### src/rtl/hz_pkg.sv
package hz_pkg;

  // Operation classes presented in decode. Unlisted codes behave as integer.
  typedef enum logic [2:0] {
    OPC_ALU  = 3'd0,
    OPC_FADD = 3'd1,
    OPC_FMUL = 3'd2,
    OPC_BRZ  = 3'd3,
    OPC_BRNZ = 3'd4
  } opc_e;

  function automatic logic opc_is_branch(input logic [2:0] cls);
    return (cls == OPC_BRZ) || (cls == OPC_BRNZ);
  endfunction

endpackage

### src/rtl/hz_pend_tbl.sv
// Per-register countdown of cycles left until the pending writeback.
module hz_pend_tbl #(
  parameter int NUM_REGS = 32,
  parameter int RIDX_W   = 5,
  parameter int CNT_W    = 4
) (
  input  logic              clk,
  input  logic              rst_n,
  input  logic              set_en,
  input  logic [RIDX_W-1:0] set_idx,
  input  logic [CNT_W-1:0]  set_cnt,
  input  logic [RIDX_W-1:0] rd_idx_a,
  input  logic [RIDX_W-1:0] rd_idx_b,
  input  logic [RIDX_W-1:0] rd_idx_c,
  output logic [CNT_W-1:0]  cnt_a,
  output logic [CNT_W-1:0]  cnt_b,
  output logic [CNT_W-1:0]  cnt_c
);

  logic [CNT_W-1:0] cnt_q [NUM_REGS];

  // Register 0 is never tracked.
  assign cnt_q[0] = '0;

  for (genvar g = 1; g < NUM_REGS; g++) begin : g_entry
    logic             hit;
    logic             en;
    logic [CNT_W-1:0] cnt_d;

    always_comb begin
      hit   = set_en && (set_idx == RIDX_W'(g));
      en    = hit || (cnt_q[g] != '0);
      cnt_d = hit ? set_cnt : (cnt_q[g] - CNT_W'(1));
    end

    always_ff @(posedge clk or negedge rst_n) begin
      if (!rst_n) begin
        cnt_q[g] <= '0;
      end else if (en) begin
        cnt_q[g] <= cnt_d;
      end
    end
  end

  always_comb begin
    cnt_a = cnt_q[rd_idx_a];
    cnt_b = cnt_q[rd_idx_b];
    cnt_c = cnt_q[rd_idx_c];
  end

endmodule

### src/rtl/hz_wb_slots.sv
// Bit k set: a register write completes k cycles from now.
module hz_wb_slots #(
  parameter int DEPTH = 10,
  parameter int DIST_W = 4
) (
  input  logic              clk,
  input  logic              rst_n,
  input  logic              claim,
  input  logic [DIST_W-1:0] claim_dist,
  input  logic [DIST_W-1:0] query_dist,
  output logic              query_busy
);

  logic [DEPTH-1:0] slot_q;
  logic [DEPTH-1:0] slot_d;
  logic [DEPTH-1:0] claim_vec;

  always_comb begin
    claim_vec = '0;
    // Claimed distance d is seen as d-1 after the next edge.
    for (int k = 1; k < DEPTH; k++) begin
      if (claim && (claim_dist == DIST_W'(k))) claim_vec[k-1] = 1'b1;
    end
    slot_d = (slot_q >> 1) | claim_vec;
  end

  always_ff @(posedge clk or negedge rst_n) begin
    if (!rst_n) begin
      slot_q <= '0;
    end else begin
      slot_q <= slot_d;
    end
  end

  always_comb begin
    query_busy = 1'b0;
    for (int k = 0; k < DEPTH; k++) begin
      if (query_dist == DIST_W'(k)) query_busy = slot_q[k];
    end
  end

endmodule

### src/rtl/hz_stall_ctl.sv
// Combinational issue decision for the instruction in decode.
module hz_stall_ctl
  import hz_pkg::*;
#(
  parameter int WB_ALU  = 3,
  parameter int WB_FADD = 6,
  parameter int WB_FMUL = 9,
  parameter int CNT_W   = 4
) (
  input  logic             id_valid,
  input  logic [2:0]       id_cls,
  input  logic             rs1_use,
  input  logic             rs2_use,
  input  logic             rd_use,
  input  logic [CNT_W-1:0] cnt_rs1,
  input  logic [CNT_W-1:0] cnt_rs2,
  input  logic [CNT_W-1:0] cnt_rd,
  input  logic             slot_busy,
  input  logic             rs1_zero,
  output logic [CNT_W-1:0] wb_dist,
  output logic             stall,
  output logic             wr_issue,
  output logic             redirect
);

  logic is_br;
  logic writes;
  logic raw_hit;
  logic waw_hit;
  logic col_hit;
  logic taken;

  always_comb begin
    unique case (id_cls)
      OPC_FADD: wb_dist = CNT_W'(WB_FADD);
      OPC_FMUL: wb_dist = CNT_W'(WB_FMUL);
      default:  wb_dist = CNT_W'(WB_ALU);
    endcase
  end

  always_comb begin
    is_br   = opc_is_branch(id_cls);
    writes  = rd_use && !is_br;
    raw_hit = (rs1_use && (cnt_rs1 != '0)) || (rs2_use && (cnt_rs2 != '0));
    waw_hit = writes && (cnt_rd >= wb_dist);
    col_hit = writes && slot_busy;
    stall   = id_valid && (raw_hit || waw_hit || col_hit);
    wr_issue = id_valid && !stall && writes;
    taken   = (id_cls == OPC_BRZ) ? rs1_zero : !rs1_zero;
    redirect = id_valid && !stall && is_br && taken;
  end

endmodule

### src/rtl/hz_interlock.sv
module hz_interlock
  import hz_pkg::*;
#(
  parameter int NUM_REGS = 32,
  parameter int EX_ALU   = 1,
  parameter int EX_FADD  = 4,
  parameter int EX_FMUL  = 7
) (
  input  logic       clk,
  input  logic       rst_n,
  input  logic       id_valid,
  input  logic [2:0] id_cls,
  input  logic [4:0] id_rs1,
  input  logic       id_rs1_rd,
  input  logic [4:0] id_rs2,
  input  logic       id_rs2_rd,
  input  logic [4:0] id_rd,
  input  logic       id_rd_wr,
  input  logic       id_rs1_zero,
  output logic       if_id_hold,
  output logic       ex_bubble,
  output logic       br_redirect
);

  localparam int RIDX_W  = $clog2(NUM_REGS);
  localparam int WB_ALU  = EX_ALU + 2;
  localparam int WB_FADD = EX_FADD + 2;
  localparam int WB_FMUL = EX_FMUL + 2;
  localparam int WB_MAX  = (WB_FMUL > WB_FADD) ? WB_FMUL : WB_FADD;
  localparam int CNT_W   = $clog2(WB_MAX + 1);
  localparam int SLOTS   = WB_MAX + 1;

  // Reset: asserted asynchronously, released on a clock edge.
  logic rst_meta_q;
  logic rst_sync_n;

  always_ff @(posedge clk or negedge rst_n) begin
    if (!rst_n) begin
      rst_meta_q <= 1'b0;
      rst_sync_n <= 1'b0;
    end else begin
      rst_meta_q <= 1'b1;
      rst_sync_n <= rst_meta_q;
    end
  end

  logic [RIDX_W-1:0] rs1_i;
  logic [RIDX_W-1:0] rs2_i;
  logic [RIDX_W-1:0] rd_i;
  logic              rs1_use;
  logic              rs2_use;
  logic              rd_use;

  always_comb begin
    rs1_i   = RIDX_W'(id_rs1);
    rs2_i   = RIDX_W'(id_rs2);
    rd_i    = RIDX_W'(id_rd);
    rs1_use = id_rs1_rd && (rs1_i != '0);
    rs2_use = id_rs2_rd && (rs2_i != '0);
    rd_use  = id_rd_wr && (rd_i != '0);
  end

  logic [CNT_W-1:0] cnt_rs1;
  logic [CNT_W-1:0] cnt_rs2;
  logic [CNT_W-1:0] cnt_rd;
  logic [CNT_W-1:0] wb_dist;
  logic             slot_busy;
  logic             stall;
  logic             wr_issue;
  logic             redirect;

  hz_pend_tbl #(
    .NUM_REGS (NUM_REGS),
    .RIDX_W   (RIDX_W),
    .CNT_W    (CNT_W)
  ) u_pend (
    .clk      (clk),
    .rst_n    (rst_sync_n),
    .set_en   (wr_issue),
    .set_idx  (rd_i),
    .set_cnt  (wb_dist - CNT_W'(1)),
    .rd_idx_a (rs1_i),
    .rd_idx_b (rs2_i),
    .rd_idx_c (rd_i),
    .cnt_a    (cnt_rs1),
    .cnt_b    (cnt_rs2),
    .cnt_c    (cnt_rd)
  );

  hz_wb_slots #(
    .DEPTH  (SLOTS),
    .DIST_W (CNT_W)
  ) u_slots (
    .clk        (clk),
    .rst_n      (rst_sync_n),
    .claim      (wr_issue),
    .claim_dist (wb_dist),
    .query_dist (wb_dist),
    .query_busy (slot_busy)
  );

  hz_stall_ctl #(
    .WB_ALU  (WB_ALU),
    .WB_FADD (WB_FADD),
    .WB_FMUL (WB_FMUL),
    .CNT_W   (CNT_W)
  ) u_ctl (
    .id_valid (id_valid),
    .id_cls   (id_cls),
    .rs1_use  (rs1_use),
    .rs2_use  (rs2_use),
    .rd_use   (rd_use),
    .cnt_rs1  (cnt_rs1),
    .cnt_rs2  (cnt_rs2),
    .cnt_rd   (cnt_rd),
    .slot_busy(slot_busy),
    .rs1_zero (id_rs1_zero),
    .wb_dist  (wb_dist),
    .stall    (stall),
    .wr_issue (wr_issue),
    .redirect (redirect)
  );

  always_comb begin
    if_id_hold  = stall && rst_sync_n;
    ex_bubble   = stall && rst_sync_n;
    br_redirect = redirect && rst_sync_n;
  end

endmodule

### config.mk
export PLATFORM = sky130hd
export DESIGN_NAME = hz_interlock
export DESIGN_NICKNAME = d
export VERILOG_FILES = /design/src/rtl/hz_pkg.sv /design/src/rtl/hz_pend_tbl.sv /design/src/rtl/hz_wb_slots.sv /design/src/rtl/hz_stall_ctl.sv /design/src/rtl/hz_interlock.sv
export SDC_FILE = /design/constraint.sdc
export NUM_CORES = 1
export LEC_CHECK = 0
export BUFFER_PORTS_ARGS = -buffer_cell sky130_fd_sc_hd__clkbuf_2
export CAP_MARGIN = 20
export CELL_PAD_IN_SITES_DETAIL_PLACEMENT = 1
export CELL_PAD_IN_SITES_GLOBAL_PLACEMENT = 1
export CORE_ASPECT_RATIO = 1.1
export CORE_MARGIN = 4
export CORE_UTILIZATION = 50
export CTS_CLUSTER_SIZE = 14
export DETAILED_ROUTE_END_ITERATION = 16
export PLACE_DENSITY = 0.87
export REMOVE_ABC_BUFFERS = 1
export SETUP_SLACK_MARGIN = 0.2
export SYNTH_ARGS = -nofsm -noshare
export SYNTH_HDL_FRONTEND = slang
export SYNTH_SLANG_ARGS = --single-unit
### constraint.sdc
create_clock -name clk -period 5.39 [get_ports clk]
set_input_delay 0.539 -clock clk [delete_from_list [all_inputs] [get_ports clk]]
set_output_delay 0.539 -clock clk [all_outputs]
set_load 0.02 [all_outputs]
==> impl_metrics.csv, run 1 <==
group,metric,value,unit
setup_path,crit_path_end_kind,"primary output",
clocking,clkTransAtPathRegs,60,ps
clocking,worst_skew_pair.late_latency,440,ps
final_layout,antenna_cells,0,
floorplan,start_util,51.0,%
grt,grtUsageMet3,7.08,%
final_layout,syn2layout_area_growth,9.67,%
setup_path,critPathLaunchType,"input port",
setup_path,cp.arrival,4430,ps
final_layout,mostFrequentLayoutCell,"dfrtp_1",
setup_path,endpoint,"br_redirect",
logic_synthesis,ys_seq_area_share,33.2,%
routing,vias_per_cell,6.69,
job,max_cap_violations,0,
clocking,clockRootBuffer,"clkbuf_16",
sta,setup_viol,0,
run_status,outcome,"finished clean",
floorplan,die_height,158,um
logic_synthesis,synth_async_sr_flop_share,100,%
clocking,cts_tree,"built",
routing,drt-initial-drc-count,856,
routing,wl_per_cell,25.3,um
sta,fin_hold_ws,349,ps
setup_path,worstPathRequired,4850,ps
setup_path,rrSetupSlack,710,ps
logic_synthesis,ys_ff_latch,135,
logic_synthesis,synthCells,1052,
setup_path,path_max_fanout,16,
power,powerDensity,588,mW/mm^2
routing,firstDrtPassIters,5,
sta,slew-limit-headroom,34.6,%
logic_synthesis,yosysWarnings,0,
grt,gr-usage-met2,51.7,%
routing,num_vias,8890,
placed_design,port-buffer-count,27,
setup_path,critical_path_class,"input port to primary output",
grt,track_usage,31.0,%
clocking,clk_path_buf_depth,2,
logic_synthesis,netlist_area,0.0102,mm^2
placed_design,gp_congestion,0.906,
sta,slew_viol_final,0,
setup_path,r2r_cells,12,
logic_synthesis,synth.avg_cell_area,9.66,um^2
floorplan,core_area,0.0199,mm^2
clocking,cts_made_buffers,17,
sta,period_share,92.3,%
routing,wl,33.7,mm
logic_synthesis,synth_edf_count,0,
clocking,cts_num_sinks,135,
grt,use_met1,37.6,%
sta,rsz0062_at_grt,"false",
power,power.leakage,5.67,nW
floorplan,die_x,144,um
routing,drcViolationCount,0,
logic_synthesis,synthDistinctLibCells,58,
logic_synthesis,synthFlopType,"dfrtp_1",
final_layout,drive_gt1_share,12.3,%
grt,grt_max_degree,50,
setup_path,reg2reg_from,"u_pend.cnt_q[8]",
setup_path,r2r_end,"u_pend.cnt_q[51]",
final_layout,fin_nets,1163,
routing,ant_nets,0,
sta,period_needed,4970,ps
placed_design,hpwl,23.1,mm
power,power,6.56,mW
final_layout,most-common-layout-cells,"dfrtp_1, mux2i_1, nand2_1",
grt,grt_overflow,0,
floorplan,die_area,0.0227,mm^2
grt,grt_first_pass_wirelength,53.9,mm
grt,grt_busiest_layer,"met2",
grt,antenna_found_initial,0,
sta,worst_pin_slew,975,ps
power,ir_worst_vdd,0.000241,V
sta,fmax,0.201,GHz
sta,fin_skew,10.5,ps
floorplan,num_rows,54,
floorplan,num_io_pins,28,
sta,finalSetupTns,0,ps
setup_path,startpoint,"id_rd[0]",
clocking,htree_levels,4,
worst_hold_path,min_path_type,"flop to flop",
sta,hold_violations,0,
grt,grt_pass1_vias,9494,
worst min-delay path by stage:
stage	startpoint	to	slack [ps]	cells after the start
global placement	rst_n	rst_meta_q	320	1
global route	rst_meta_q	rst_sync_n	360	0
floorplan	rst_n	rst_meta_q	240	0
detailed placement	rst_n	rst_sync_n	330	1
CTS	rst_meta_q	rst_sync_n	350	0
finish	rst_meta_q	rst_sync_n	350	0
synth_stat cells (2+ instances only):
master | n | area [um^2]
a211oi_1 | 3 | 22.5
a21o_1 | 2 | 15.0
a21oi_1 | 34 | 170
a22o_1 | 2 | 17.5
a22oi_1 | 12 | 90.1
a31o_2 | 7 | 61.3
a41oi_1 | 2 | 17.5
and2_1 | 2 | 12.5
and3b_1 | 2 | 17.5
and4_1 | 2 | 17.5
and4b_1 | 2 | 20.0
buf_1 | 5 | 18.8
buf_2 | 5 | 25.0
clkbuf_1 | 40 | 150
dfrtp_1 | 135 | 3380
ha_1 | 74 | 926
inv_1 | 76 | 285
mux2_2 | 6 | 67.6
mux2i_1 | 128 | 1280
mux4_2 | 37 | 833
nand2_1 | 114 | 428
nand2b_1 | 10 | 62.6
nand3_1 | 9 | 45.0
nand4_1 | 23 | 144
nor2_1 | 62 | 233
nor2b_1 | 6 | 37.5
nor3_1 | 32 | 160
nor3b_1 | 5 | 37.5
nor4_1 | 18 | 113
o2111ai_1 | 3 | 26.3
o21a_1 | 3 | 22.5
o21ai_0 | 40 | 200
o221ai_1 | 2 | 17.5
o22ai_1 | 5 | 31.3
o31a_1 | 3 | 26.3
o31ai_1 | 5 | 37.5
or2_2 | 4 | 25.0
or3_1 | 28 | 175
or4_1 | 18 | 135
or4b_1 | 7 | 70.1
xnor2_1 | 31 | 272
xor2_1 | 32 | 280
per-layer routing:
| metal | part of all wire (%) | up-vias |
|---|---|---|
| met5 | 0 | - |
| met4 | 5.4 | 0 |
| met3 | 7.4 | 160 |
| met2 | 49 | 484 |
| met1 | 38 | 4445 |
| li1 | - | 3801 |
what timing repair did:
| item | in CTS | in global routing |
|---|---|---|
| setup buffers | 0 | 0 |
| setup endpoints to repair | 0 | 1 |
| endpoints found under the hold margin | 2 | 0 |
| resized for setup | 0 | 3 |
| hold buffers | 1 | 0 |
power by group:
group          switching, mW  total, mW  internal, mW
logic                   1.65       3.03          1.38
registers              0.806       2.33          1.53
clock network          0.482       1.20         0.716
registers in the layout, indices dropped and copies added, names as in the netlist:
name / cells
rst_meta_q: 1
rst_sync_n: 1
u_pend.cnt_q: 124
u_slots.slot_q: 9
layout make-up:
class	instances	area, um^2
clock inverter	8	96.3
fill	2227	8780
tap	252	315
sequential	135	3380
inverter	76	285
clock buffer	24	482
timing repair buffer	45	275
multi-input combinational	789	6310
through the flow:
step | cell area [um^2] | std cells | worst slack (ps) | utilization (%)
after global routing | 11200 | 1329 | 313 | 55.9
final | 11200 | 1329 | 417 | 55.9
after detailed placement | 10600 | 1296 | 141 | 53.0
after CTS | 11100 | 1329 | 256 | 55.9
after floorplan | 9950 | 1000 | 632 | -
after global placement | 10600 | 1296 | 450 | 53.0
critical path, stage by stage:
cell,delay [ps]
clkbuf_4,320
buf_4,320
mux4_2,540
mux4_2,500
mux2_2,300
ha_1,290
o21ai_0,140
o21ai_0,110
a211oi_1,490
nor2_1,100
nor3b_1,350
nor3b_1,220
clkbuf_2,200
cell families (layout without fill, tap and decap cells):
logic type                 Yosys count  in the layout  synth area share [%]
and+or+nand+nor                    348            348                  17.4
muxes                              172            172                  21.6
DFF                                135            135                  33.2
AOI/OAI and AO/OA                  131            131                  8.28
buffers and inverters              128            153                  4.90
adders and majority gates           74             74                  9.11
xor gates and xnor gates            63             63                  5.43
other                                1              1                0.0369
Note: power is estimated with default switching activity, not from simulation.
==> run 2, diff against run 1 <==
--- a/config.mk
+++ b/config.mk
@@ -5,16 +5,17 @@
 export SDC_FILE = /design/constraint.sdc
 export NUM_CORES = 1
 export LEC_CHECK = 0
+export ABC_AREA = 1
 export BUFFER_PORTS_ARGS = -buffer_cell sky130_fd_sc_hd__clkbuf_2
 export CAP_MARGIN = 20
 export CELL_PAD_IN_SITES_DETAIL_PLACEMENT = 1
 export CELL_PAD_IN_SITES_GLOBAL_PLACEMENT = 1
 export CORE_ASPECT_RATIO = 1.1
 export CORE_MARGIN = 4
-export CORE_UTILIZATION = 50
+export CORE_UTILIZATION = 47
 export CTS_CLUSTER_SIZE = 14
 export DETAILED_ROUTE_END_ITERATION = 16
-export PLACE_DENSITY = 0.87
+export PLACE_DENSITY = 0.88
 export REMOVE_ABC_BUFFERS = 1
 export SETUP_SLACK_MARGIN = 0.2
 export SYNTH_ARGS = -nofsm -noshare
==> impl_metrics.csv, run 2 <==
group,metric,value,unit
logic_synthesis,ys_seq_area_share,31.7,%
logic_synthesis,synthDistinctLibCells,40,
grt,grt_pass1_vias,11800,
sta,period_share,84.2,%
clocking,post_cts_buffers,0,
power,power.leakage,6.06,nW
logic_synthesis,yosysTopAreaCell,"dfrtp_1",
setup_path,r2r_cells,19,
routing,drcViolationCount,0,
floorplan,start_util,48.0,%
final_layout,most-common-layout-cells,"nand2_1, inv_1, nand3_1",
logic_synthesis,netlist_area,0.0107,mm^2
logic_synthesis,synth.area.top_cells,"dfrtp_1, nand2_1, ha_1, nand3_1, inv_1",
final_layout,syn2layout_area_growth,9.35,%
floorplan,num_io_pins,28,
setup_path,worstPathRequired,4850,ps
logic_synthesis,synth_edf_count,0,
final_layout,instances_no_fill,1859,
sta,fin_ws,853,ps
floorplan,die_area,0.0251,mm^2
clocking,clockRootBuffer,"clkbuf_16",
setup_path,crit_path_end_kind,"primary output",
sta,finalSetupTns,0,ps
routing,wl_per_cell,21.6,um
floorplan,num_rows,57,
routing,ant_nets,0,
job,max_cap_violations,0,
placed_design,gp_congestion,0.965,
floorplan,die_x,152,um
placed_design,hpwl,27.7,mm
clocking,ctsResizeCount,0,
placed_design,port-buffer-count,27,
final_layout,drive_gt1_share,7.35,%
logic_synthesis,yosys-top-cells-count,"nand2_1, inv_1, nand3_1",
setup_path,critical_path_class,"input port to primary output",
logic_synthesis,synth.most_common_cell,"nand2_1",
clocking,cts_num_sinks,135,
grt,grt_first_pass_wirelength,64.2,mm
sta,hold_violations,0,
worst_hold_path,holdPathStages,0,
logic_synthesis,synth_top_area_share,31.7,%
routing,num_vias,11100,
clocking,worst_skew_pair.late_latency,450,ps
logic_synthesis,synth.avg_cell_area,6.94,um^2
power,powerDensity,596,mW/mm^2
floorplan,die_height,166,um
clocking,cts_made_buffers,17,
clocking,cts_hold_buf,1,
sta,worst_pin_slew,1030,ps
grt,grt_max_degree,72,
clocking,clkTransAtPathRegs,60,ps
logic_synthesis,synthFlopType,"dfrtp_1",
final_layout,top_register,"u_pend.cnt_q",
setup_path,path_max_fanout,16,
sta,fin_skew,12.7,ps
setup_path,startpoint,"id_rd[0]",
clocking,cts_tree,"built",
sta,slew-limit-headroom,31.1,%
setup_path,cp.arrival,4000,ps
placed_design,dp.cells,1827,
logic_synthesis,synth_async_sr_flop_share,100,%
setup_path,rrSetupSlack,1490,ps
power,ir_worst_vdd,0.000238,V
sta,rsz0062_at_grt,"false",
final_layout,antenna_cells,0,
routing,firstDrtPassIters,5,
sta,setup_viol,0,
setup_path,critPathLaunchType,"input port",
sta,slew_viol_final,0,
final_layout,largest_reg_flops,124,
logic_synthesis,ys_ff_latch,135,
final_layout,reg_top3,"u_pend.cnt_q (124), u_slots.slot_q (9)",
setup_path,endpoint,"br_redirect",
worst_hold_path,min_path_type,"flop to flop",
clocking,clk_path_buf_depth,2,
routing,vias_per_cell,5.99,
grt,track_usage,32.7,%
sta,period_needed,4540,ps
final_layout,fin_nets,1651,
routing,drt-initial-drc-count,982,
grt,antenna_found_initial,0,
routing,wl,40.2,mm
final_layout,mostFrequentLayoutCell,"nand2_1",
setup_path,reg2reg_from,"u_pend.cnt_q[56]",
logic_synthesis,yosysWarnings,0,
setup_path,r2r_end,"u_pend.cnt_q[99]",
floorplan,core_area,0.0222,mm^2
clocking,htree_levels,4,
placed_design,pre_cts_ws,681,ps
logic_synthesis,synthCells,1535,
sta,fmax,0.220,GHz
run_status,outcome,"finished clean",
grt,grt_overflow,0,
-- run 2: cell types whose count changed after synthesis, sizes merged, moves of 20 or more --
cell / before / now
nand2: 114 / 415
nand3: 9 / 172
inv: 76 / 216
mux2i: 128 / 0
o21ai: 42 / 131
nor2: 62 / 108
o22ai: 5 / 46
mux4: 37 / 0
or3: 28 / 0
nor3: 32 / 6
nand4: 23 / 45
clkbuf: 40 / 20
-- run 2: final cells by class --
type                            count  area, um^2
Clock buffer                       21         480
Clock inverter                     10         119
Fill cell                        2939       10500
Inverter                          220         826
Multi-Input combinational cell   1132        6200
Sequential cell                   135        3380
Tap cell                          295         369
Timing Repair Buffer               46         280
-- run 2: cells by family (layout without fill, tap and decap cells) --
| kind of cell | after synthesis | after routing | share of synthesized area [%] |
|---|---|---|---|
| compound gates | 239 | 239 | 12.5 |
| xor+xnor | 69 | 69 | 5.67 |
| fa+ha+maj | 74 | 74 | 8.69 |
| buf+inv | 268 | 297 | 10.2 |
| flops | 135 | 135 | 31.7 |
| other cells | 1 | 1 | 0.0352 |
| simple gates | 749 | 749 | 31.2 |
-- run 2: worst min path at each step --
stage,endpoint,from,slack (ps)
after floorplan,rst_meta_q,rst_n,240
after global placement,rst_meta_q,rst_n,330
after detailed placement,rst_meta_q,rst_n,330
after CTS,rst_sync_n,rst_meta_q,360
after global routing,rst_sync_n,rst_meta_q,380
final,rst_sync_n,rst_meta_q,350
-- run 2: metal layers --
layer  up-vias  global-route usage, %  wire [um]  share of wire (%)
li1       5048                      -          -                  -
met1      5472                   40.7      16000                 40
met2       481                   53.8      19000                 47
met3       143                   7.34       3290                8.2
met4         0                   14.5       1920                4.8
met5         -                      0          0                  0
-- run 2: where the power goes --
| group | internal [mW] | switching [mW] |
|---|---|---|
| clock | 0.729 | 0.506 |
| sequential | 1.53 | 0.457 |
| combinational | 1.37 | 2.36 |
| total | 3.63 | 3.32 |
-- run 2: metrics by stage --
step | total power, mW | util, % | hold slack (ps) | area, um^2
finish | 6.95 | 52.5 | 354 | 11700
global route | 7.59 | 52.5 | 381 | 11700
CTS | 6.90 | 52.5 | 360 | 11700
detailed placement | 5.54 | 49.8 | 327 | 11000
global placement | 5.30 | 49.8 | 326 | 11000
floorplan | 4.57 | - | 243 | 10400
-- run 2: worst max-delay path, stage by stage --
cell,delay [ps]
clkbuf_2,110
inv_1,70
nor2_1,80
inv_1,490
buf_4,370
o22ai_1,160
o21ai_0,280
nand4_1,130
o21ai_0,290
ha_1,290
inv_1,70
nand2_1,60
a21oi_1,120
o21bai_1,70
a21oi_1,120
nand2_1,60
nand2_1,90
nand4_1,170
nor3_1,190
clkbuf_2,200
